File: config.mk
export PLATFORM = sky130hd
export DESIGN_NAME = pwm_dma_req_gen
export DESIGN_NICKNAME = d
export VERILOG_FILES = /design/src/rtl/pwm_dma_pkg.sv /design/src/rtl/pdr_cfg_reg.sv /design/src/rtl/pdr_wm_combine.sv /design/src/rtl/pdr_rd_fsm.sv /design/src/rtl/pdr_wr_fsm.sv /design/src/rtl/pwm_dma_req_gen.sv
export SDC_FILE = /design/constraint.sdc
export NUM_CORES = 1
export LEC_CHECK = 0
export ABC_AREA = 1
export CAP_MARGIN = 10
export CORE_UTILIZATION = 41
export CTS_CLUSTER_DIAMETER = 40
export DETAILED_ROUTE_END_ITERATION = 10
export DONT_BUFFER_PORTS = 1
export RECOVER_POWER = 100
export SLEW_MARGIN = 20
export SYNTH_ARGS = -nofsm -noshare
export SYNTH_HDL_FRONTEND = slang
export SYNTH_SLANG_ARGS = --single-unit
File: constraint.sdc
create_clock -name clk -period 0.94 [get_ports clk]
set_clock_uncertainty 0.05 [all_clocks]
set_input_delay 0.188 -clock clk [delete_from_list [all_inputs] [get_ports clk]]
set_output_delay 0.188 -clock clk [all_outputs]
set_load 0.005 [all_outputs]
File: src/rtl/pwm_dma_pkg.sv
package pwm_dma_pkg;

    parameter int NUM_WM = 6;

    typedef enum logic [1:0] {
        SRC_NONE   = 2'd0,
        SRC_WM     = 2'd1,
        SRC_SYNC   = 2'd2,
        SRC_RELOAD = 2'd3
    } rd_src_e;

    // Packed from MSB: write enable (bit 9) down to watermark enables (bits 5:0)
    typedef struct packed {
        logic              wr_en;
        logic              wm_and;
        rd_src_e           src;
        logic [NUM_WM-1:0] wm_en;
    } dma_cfg_t;

    localparam int CFG_W = $bits(dma_cfg_t);

    typedef enum logic [1:0] {
        RD_OFF   = 2'd0,
        RD_LEVEL = 2'd1,
        RD_ARMED = 2'd2,
        RD_PEND  = 2'd3
    } rd_state_e;

    typedef enum logic [1:0] {
        WR_DISABLED = 2'd0,
        WR_IDLE     = 2'd1,
        WR_PEND     = 2'd2
    } wr_state_e;

endpackage

File: src/rtl/pdr_cfg_reg.sv
module pdr_cfg_reg
    import pwm_dma_pkg::*;
#(
    parameter int REG_W = 16
) (
    input  logic             clk,
    input  logic             rst_n,
    input  logic             wr_en,
    input  logic [REG_W-1:0] wr_data,
    output dma_cfg_t         cfg,
    output logic [REG_W-1:0] rd_data
);
    localparam int PAD_W = REG_W - CFG_W;

    dma_cfg_t cfg_q;

    always_ff @(posedge clk or negedge rst_n) begin
        if (!rst_n) begin
            cfg_q <= '0;
        end else if (wr_en) begin
            cfg_q <= dma_cfg_t'(wr_data[CFG_W-1:0]);
        end
    end

    assign cfg = cfg_q;

    generate
        if (PAD_W > 0) begin : g_pad
            assign rd_data = {{PAD_W{1'b0}}, cfg_q};
        end else begin : g_nopad
            assign rd_data = cfg_q;
        end
    endgenerate

    AST_CFG_UPPER_ZERO: assert property (@(posedge clk) disable iff (!rst_n)
        rd_data[REG_W-1:CFG_W] == '0);

    AST_CFG_WRITE_TAKES: assert property (@(posedge clk) disable iff (!rst_n)
        wr_en |=> rd_data[CFG_W-1:0] == $past(wr_data[CFG_W-1:0]));

endmodule

File: src/rtl/pdr_wm_combine.sv
module pdr_wm_combine #(
    parameter int NUM_FLAGS = 6
) (
    input  logic [NUM_FLAGS-1:0] flags,
    input  logic [NUM_FLAGS-1:0] enables,
    input  logic                 and_mode,
    output logic                 hit
);
    logic [NUM_FLAGS-1:0] any_term;
    logic [NUM_FLAGS-1:0] all_term;

    generate
        for (genvar i = 0; i < NUM_FLAGS; i++) begin : g_flag
            assign any_term[i] = enables[i] & flags[i];
            assign all_term[i] = ~enables[i] | flags[i];
        end
    endgenerate

    always_comb begin
        if (and_mode) begin
            hit = (|enables) & (&all_term);
        end else begin
            hit = |any_term;
        end
    end

endmodule

File: src/rtl/pdr_rd_fsm.sv
module pdr_rd_fsm
    import pwm_dma_pkg::*;
(
    input  logic    clk,
    input  logic    rst_n,
    input  rd_src_e src,
    input  logic    wm_hit,
    input  logic    sync_evt,
    input  logic    reload_evt,
    input  logic    rd_ack,
    output logic    rd_req
);
    rd_state_e st_q, st_d;
    logic      evt_mode;
    logic      evt_hit;

    assign evt_mode = (src == SRC_SYNC) || (src == SRC_RELOAD);
    assign evt_hit  = ((src == SRC_SYNC) && sync_evt) ||
                      ((src == SRC_RELOAD) && reload_evt);

    always_comb begin
        st_d = st_q;
        unique case (src)
            SRC_NONE: st_d = RD_OFF;
            SRC_WM:   st_d = RD_LEVEL;
            default: begin
                if (evt_hit) begin
                    st_d = RD_PEND;
                end else if (st_q == RD_PEND && !rd_ack) begin
                    st_d = RD_PEND;
                end else begin
                    st_d = RD_ARMED;
                end
            end
        endcase
    end

    always_ff @(posedge clk or negedge rst_n) begin
        if (!rst_n) begin
            st_q <= RD_OFF;
        end else begin
            st_q <= st_d;
        end
    end

    always_comb begin
        rd_req = 1'b0;
        unique case (st_q)
            RD_OFF:   rd_req = 1'b0;
            RD_LEVEL: rd_req = 1'b0;
            RD_ARMED: rd_req = 1'b0;
            RD_PEND:  rd_req = evt_mode;
        endcase
        if (src == SRC_WM) begin
            rd_req = wm_hit;
        end
    end

    AST_RD_EVENT_SETS: assert property (@(posedge clk) disable iff (!rst_n)
        evt_hit |=> st_q == RD_PEND);

    AST_RD_PEND_HOLDS: assert property (@(posedge clk) disable iff (!rst_n)
        (st_q == RD_PEND && evt_mode && !rd_ack) |=> st_q == RD_PEND);

    AST_RD_NONEVT_DROPS: assert property (@(posedge clk) disable iff (!rst_n)
        !evt_mode |=> st_q != RD_PEND);

    AST_RD_OFF_QUIET: assert property (@(posedge clk) disable iff (!rst_n)
        (src == SRC_NONE) |-> !rd_req);

endmodule

File: src/rtl/pdr_wr_fsm.sv
module pdr_wr_fsm
    import pwm_dma_pkg::*;
(
    input  logic clk,
    input  logic rst_n,
    input  logic enable,
    input  logic reload_evt,
    input  logic wr_ack,
    output logic wr_req
);
    wr_state_e st_q, st_d;

    always_comb begin
        st_d = st_q;
        if (!enable) begin
            st_d = WR_DISABLED;
        end else begin
            unique case (st_q)
                WR_DISABLED, WR_IDLE: st_d = reload_evt ? WR_PEND : WR_IDLE;
                WR_PEND:              st_d = (reload_evt || !wr_ack) ? WR_PEND : WR_IDLE;
                default:              st_d = WR_DISABLED;
            endcase
        end
    end

    always_ff @(posedge clk or negedge rst_n) begin
        if (!rst_n) begin
            st_q <= WR_DISABLED;
        end else begin
            st_q <= st_d;
        end
    end

    always_comb begin
        wr_req = 1'b0;
        unique case (st_q)
            WR_PEND: wr_req = enable;
            default: wr_req = 1'b0;
        endcase
    end

    AST_WR_RELOAD_SETS: assert property (@(posedge clk) disable iff (!rst_n)
        (enable && reload_evt) |=> st_q == WR_PEND);

    AST_WR_PEND_HOLDS: assert property (@(posedge clk) disable iff (!rst_n)
        (st_q == WR_PEND && enable && !wr_ack) |=> st_q == WR_PEND);

    AST_WR_GATED_OFF: assert property (@(posedge clk) disable iff (!rst_n)
        !enable |=> st_q == WR_DISABLED);

endmodule

File: src/rtl/pwm_dma_req_gen.sv
module pwm_dma_req_gen
    import pwm_dma_pkg::*;
#(
    parameter int REG_W = 16
) (
    input  logic             clk,
    input  logic             rst_n,
    input  logic             reg_wr_en,
    input  logic [REG_W-1:0] reg_wr_data,
    output logic [REG_W-1:0] reg_rd_data,
    input  logic [NUM_WM-1:0] fifo_wm,
    input  logic             cmp1_match,
    input  logic             reload_evt,
    input  logic             rd_ack,
    input  logic             wr_ack,
    output logic             rd_req,
    output logic             wr_req
);
    dma_cfg_t cfg;
    logic     wm_hit;

    pdr_cfg_reg #(.REG_W(REG_W)) u_cfg (
        .clk     (clk),
        .rst_n   (rst_n),
        .wr_en   (reg_wr_en),
        .wr_data (reg_wr_data),
        .cfg     (cfg),
        .rd_data (reg_rd_data)
    );

    pdr_wm_combine #(.NUM_FLAGS(NUM_WM)) u_comb (
        .flags    (fifo_wm),
        .enables  (cfg.wm_en),
        .and_mode (cfg.wm_and),
        .hit      (wm_hit)
    );

    pdr_rd_fsm u_rd (
        .clk        (clk),
        .rst_n      (rst_n),
        .src        (cfg.src),
        .wm_hit     (wm_hit),
        .sync_evt   (cmp1_match),
        .reload_evt (reload_evt),
        .rd_ack     (rd_ack),
        .rd_req     (rd_req)
    );

    pdr_wr_fsm u_wr (
        .clk        (clk),
        .rst_n      (rst_n),
        .enable     (cfg.wr_en),
        .reload_evt (reload_evt),
        .wr_ack     (wr_ack),
        .wr_req     (wr_req)
    );

    AST_TOP_NO_ENABLES: assert property (@(posedge clk) disable iff (!rst_n)
        (cfg.src == SRC_WM && cfg.wm_en == '0) |-> !rd_req);

endmodule

==> results.tsv <==
metric	value	unit
status	complete, but fails checks	
failing checks	negative hold slack, negative setup slack	
gr usage total	0.188	
vias in the first global route	620	
worst slew pin tran	0.763	ns
Seq pwr share	0.477	
CP Max Fanout	4	
Comb power frac	0.233	
Die Y	44.9	um
clock network fraction of total power	0.290	
RSZ-0062 raised after global routing	yes	
# rows	15	
final hold vios	14	
antenna-violating nets left	0	
startpoint types	flop	
WP data required	0.70	ns
port bufs	0	
Cell Chain, Critical Path	nand2_1 > nand2_1 > nor2_1 > nand3_1 > nand2_1 > nand2_1 > nand2_1	
TritonCTS Buffers	3	
FF+latch count, synth	14	
crit-path most repeated cell	nand2_1	
largest net degree at the start of global routing	15	
share of cells above drive strength 1	0.223	
Critical Path AT	1.22	ns
1st-pass router iterations	4	
io pins	47	
initial antenna violation count	0	
CTS tree	done	
Final #Nets	151	
Worst Hold Class	in2async	
clock transition at the registers of the reported paths	0.09	ns
CTS HTree Levels	1	
Syn Area/Cell	7.87	um^2
initial DRC count	4	
fin crit period	1.45	ns
final hold slack	-0.104	ns
maximum vdd drop	1110	uV
Skew-Pair Late Insertion Delay	0.28	ns
Max Cap Violations	0	
Routed WL per cell	11.1	um
grt total ovfl	0	
Diodes inserted	0	
first-pass GRT wire length	2.65	mm
CTS root buffer	clkbuf_4	
synth-to-layout area growth	37.9	%
Setup CP Type	reg2out	
Layout Cells excl Fill	146	
Sw Ratio	0.266	
P_int	0.00110	W
fin crit share	1.55	
cell count after synthesis	96	
DP Cell Count	126	
core area	1730	um^2
CP max stage delay	0.44	ns
hpwl dp	1.12	mm
Leakage	0.550	nW
Die W	44.9	um
Setup crit end kind	output pin	
highest clock rate	688	MHz
wirelength, routed	1.63	mm
net load switching power	0.000397	W
initial core utilization	0.438	
clk sinks	14	
sequential area share after synthesis	0.464	
synthesized area	756	um^2
Total Power	0.00149	W
crit path max-delay cell type	dfrtp_1	
Synth Warn #	0	
Yosys cell types	14	
Slew headroom	0.491	
Residual DRC	0	
Via Count	655	
die area	2020	um^2
vias per cell	4.49	
GPL Wtd Cong	0.734	
CTS Buffer Depth	2	
final setup fails	17	
Power Dens Cells	1430	nW/um^2
setup ws final	-0.513	ns
Slew Viols, Final	0	
==> cells by family after synthesis <==
kind of cell           Yosys count  synth area share
other                            1           0.00496
AND/OR/NAND/NOR                 46             0.238
flip-flops                      14             0.464
multiplexers                     5            0.0745
buffers and inverters           23             0.169
AO/OA/AOI/OAI                    7            0.0497
==> placed cells by master, fill, tap and decap left out, types with 2 or more instances in the layout <==
| cell type | n |
|---|---|
| conb_1 | 6 |
| clkbuf_4 | 3 |
| nand2_1 | 29 |
| dfrtp_1 | 14 |
| o21ai_1 | 3 |
| nand3_1 | 4 |
| inv_1 | 12 |
| buf_6 | 10 |
| mux2_2 | 4 |
| nor2_1 | 11 |
| buf_4 | 6 |
| dlygate4sd3_1 | 9 |
| o21ai_0 | 2 |
==> cell usage after synthesis <==
| cell type | count | area share |
|---|---|---|
| nand2_1 | 29 | 0.14 |
| dfrtp_1 | 14 | 0.46 |
| inv_1 | 12 | 0.060 |
| nor2_1 | 11 | 0.055 |
| buf_4 | 9 | 0.089 |
| mux2_2 | 5 | 0.074 |
| o21ai_1 | 5 | 0.033 |
| nand3_1 | 4 | 0.026 |
| nor3_1 | 2 | 0.013 |
| buf_6 | 1 | 0.015 |
| clkbuf_1 | 1 | 0.0050 |
| conb_1 | 1 | 0.0050 |
| o211ai_1 | 1 | 0.0099 |
| o21ai_0 | 1 | 0.0066 |
==> through the flow <==
stage / TNS, ns / setup WS (ns) / area (um^2) / utilization
floorplan: -0.120 / -0.120 / 774 / -
CTS: -2.64 / -0.518 / 993 / 0.575
global placement: -0.277 / -0.192 / 806 / 0.467
detailed placement: -0.359 / -0.227 / 806 / 0.467
finish: -2.42 / -0.513 / 1040 / 0.604
global route: -3.18 / -0.623 / 1040 / 0.604
==> state kept, by name, summed over array words and instances (netlist names) <==
name and cells:
u_cfg.cfg 10, u_rd.st_q 2, u_wr.st_q 2
==> area by class of cell <==
class                   count  area, um^2
multi-input cells          64         315
clock buffers               4        36.3
repair buffers             27         264
inverters                  12        45.0
fillers                   164         684
flip-flops and latches     14         350
well taps                  25        31.3
==> routing by layer <==
metal | global-route usage | part of all wire
met1 | 0.215 | 0.41
met2 | 0.330 | 0.53
met3 | 0.0400 | 0.046
met4 | 0.0909 | 0.0074
met5 | 0 | 0
==> worst paths after layout <==
kind                         startpoint           end  slack [ns]  cells past startpoint
setup / recovery           u_cfg.cfg[3]        rd_req       -0.51                      7
hold / removal                    rst_n  u_cfg.cfg[8]       -0.10                      1
setup reg to reg           u_cfg.cfg[3]  u_cfg.cfg[3]       -0.14                      3
hold reg to reg            u_wr.st_q[1]  u_wr.st_q[1]        0.50                      3
max in group asynchronous         rst_n  u_cfg.cfg[4]        0.46                      1
min in group clk             reload_evt  u_rd.st_q[0]        0.01                      2
==> worst max-delay path: cells and delay by family, from the launching register on <==
family	cells	cell delay (ns)
DFF	1	0.44
and+or+nand+nor	7	0.51
==> what timing repair did <==
action | 4_1_cts | 5_1_grt
pin swaps | 7 | 1
gates resized for setup | 8 | 10
endpoints found under the hold margin | 22 | 16
hold buffers | 9 | 2
endpoints found under the setup margin | 17 | 37
setup buffers | 5 | 0
==> power by group through the flow <==
stage	sequential [W]	combinational (W)	clock [W]
6_report	0.000712	0.000348	0.000433
2_1_floorplan	0.000716	0.000175	0
5_1_grt	0.000721	0.000392	0.000458
4_1_cts	0.000708	0.000324	0.000440
3_3_place_gp	0.000716	0.000222	0
3_5_place_dp	0.000718	0.000228	0
Note: power is estimated with default switching activity, not from simulation.
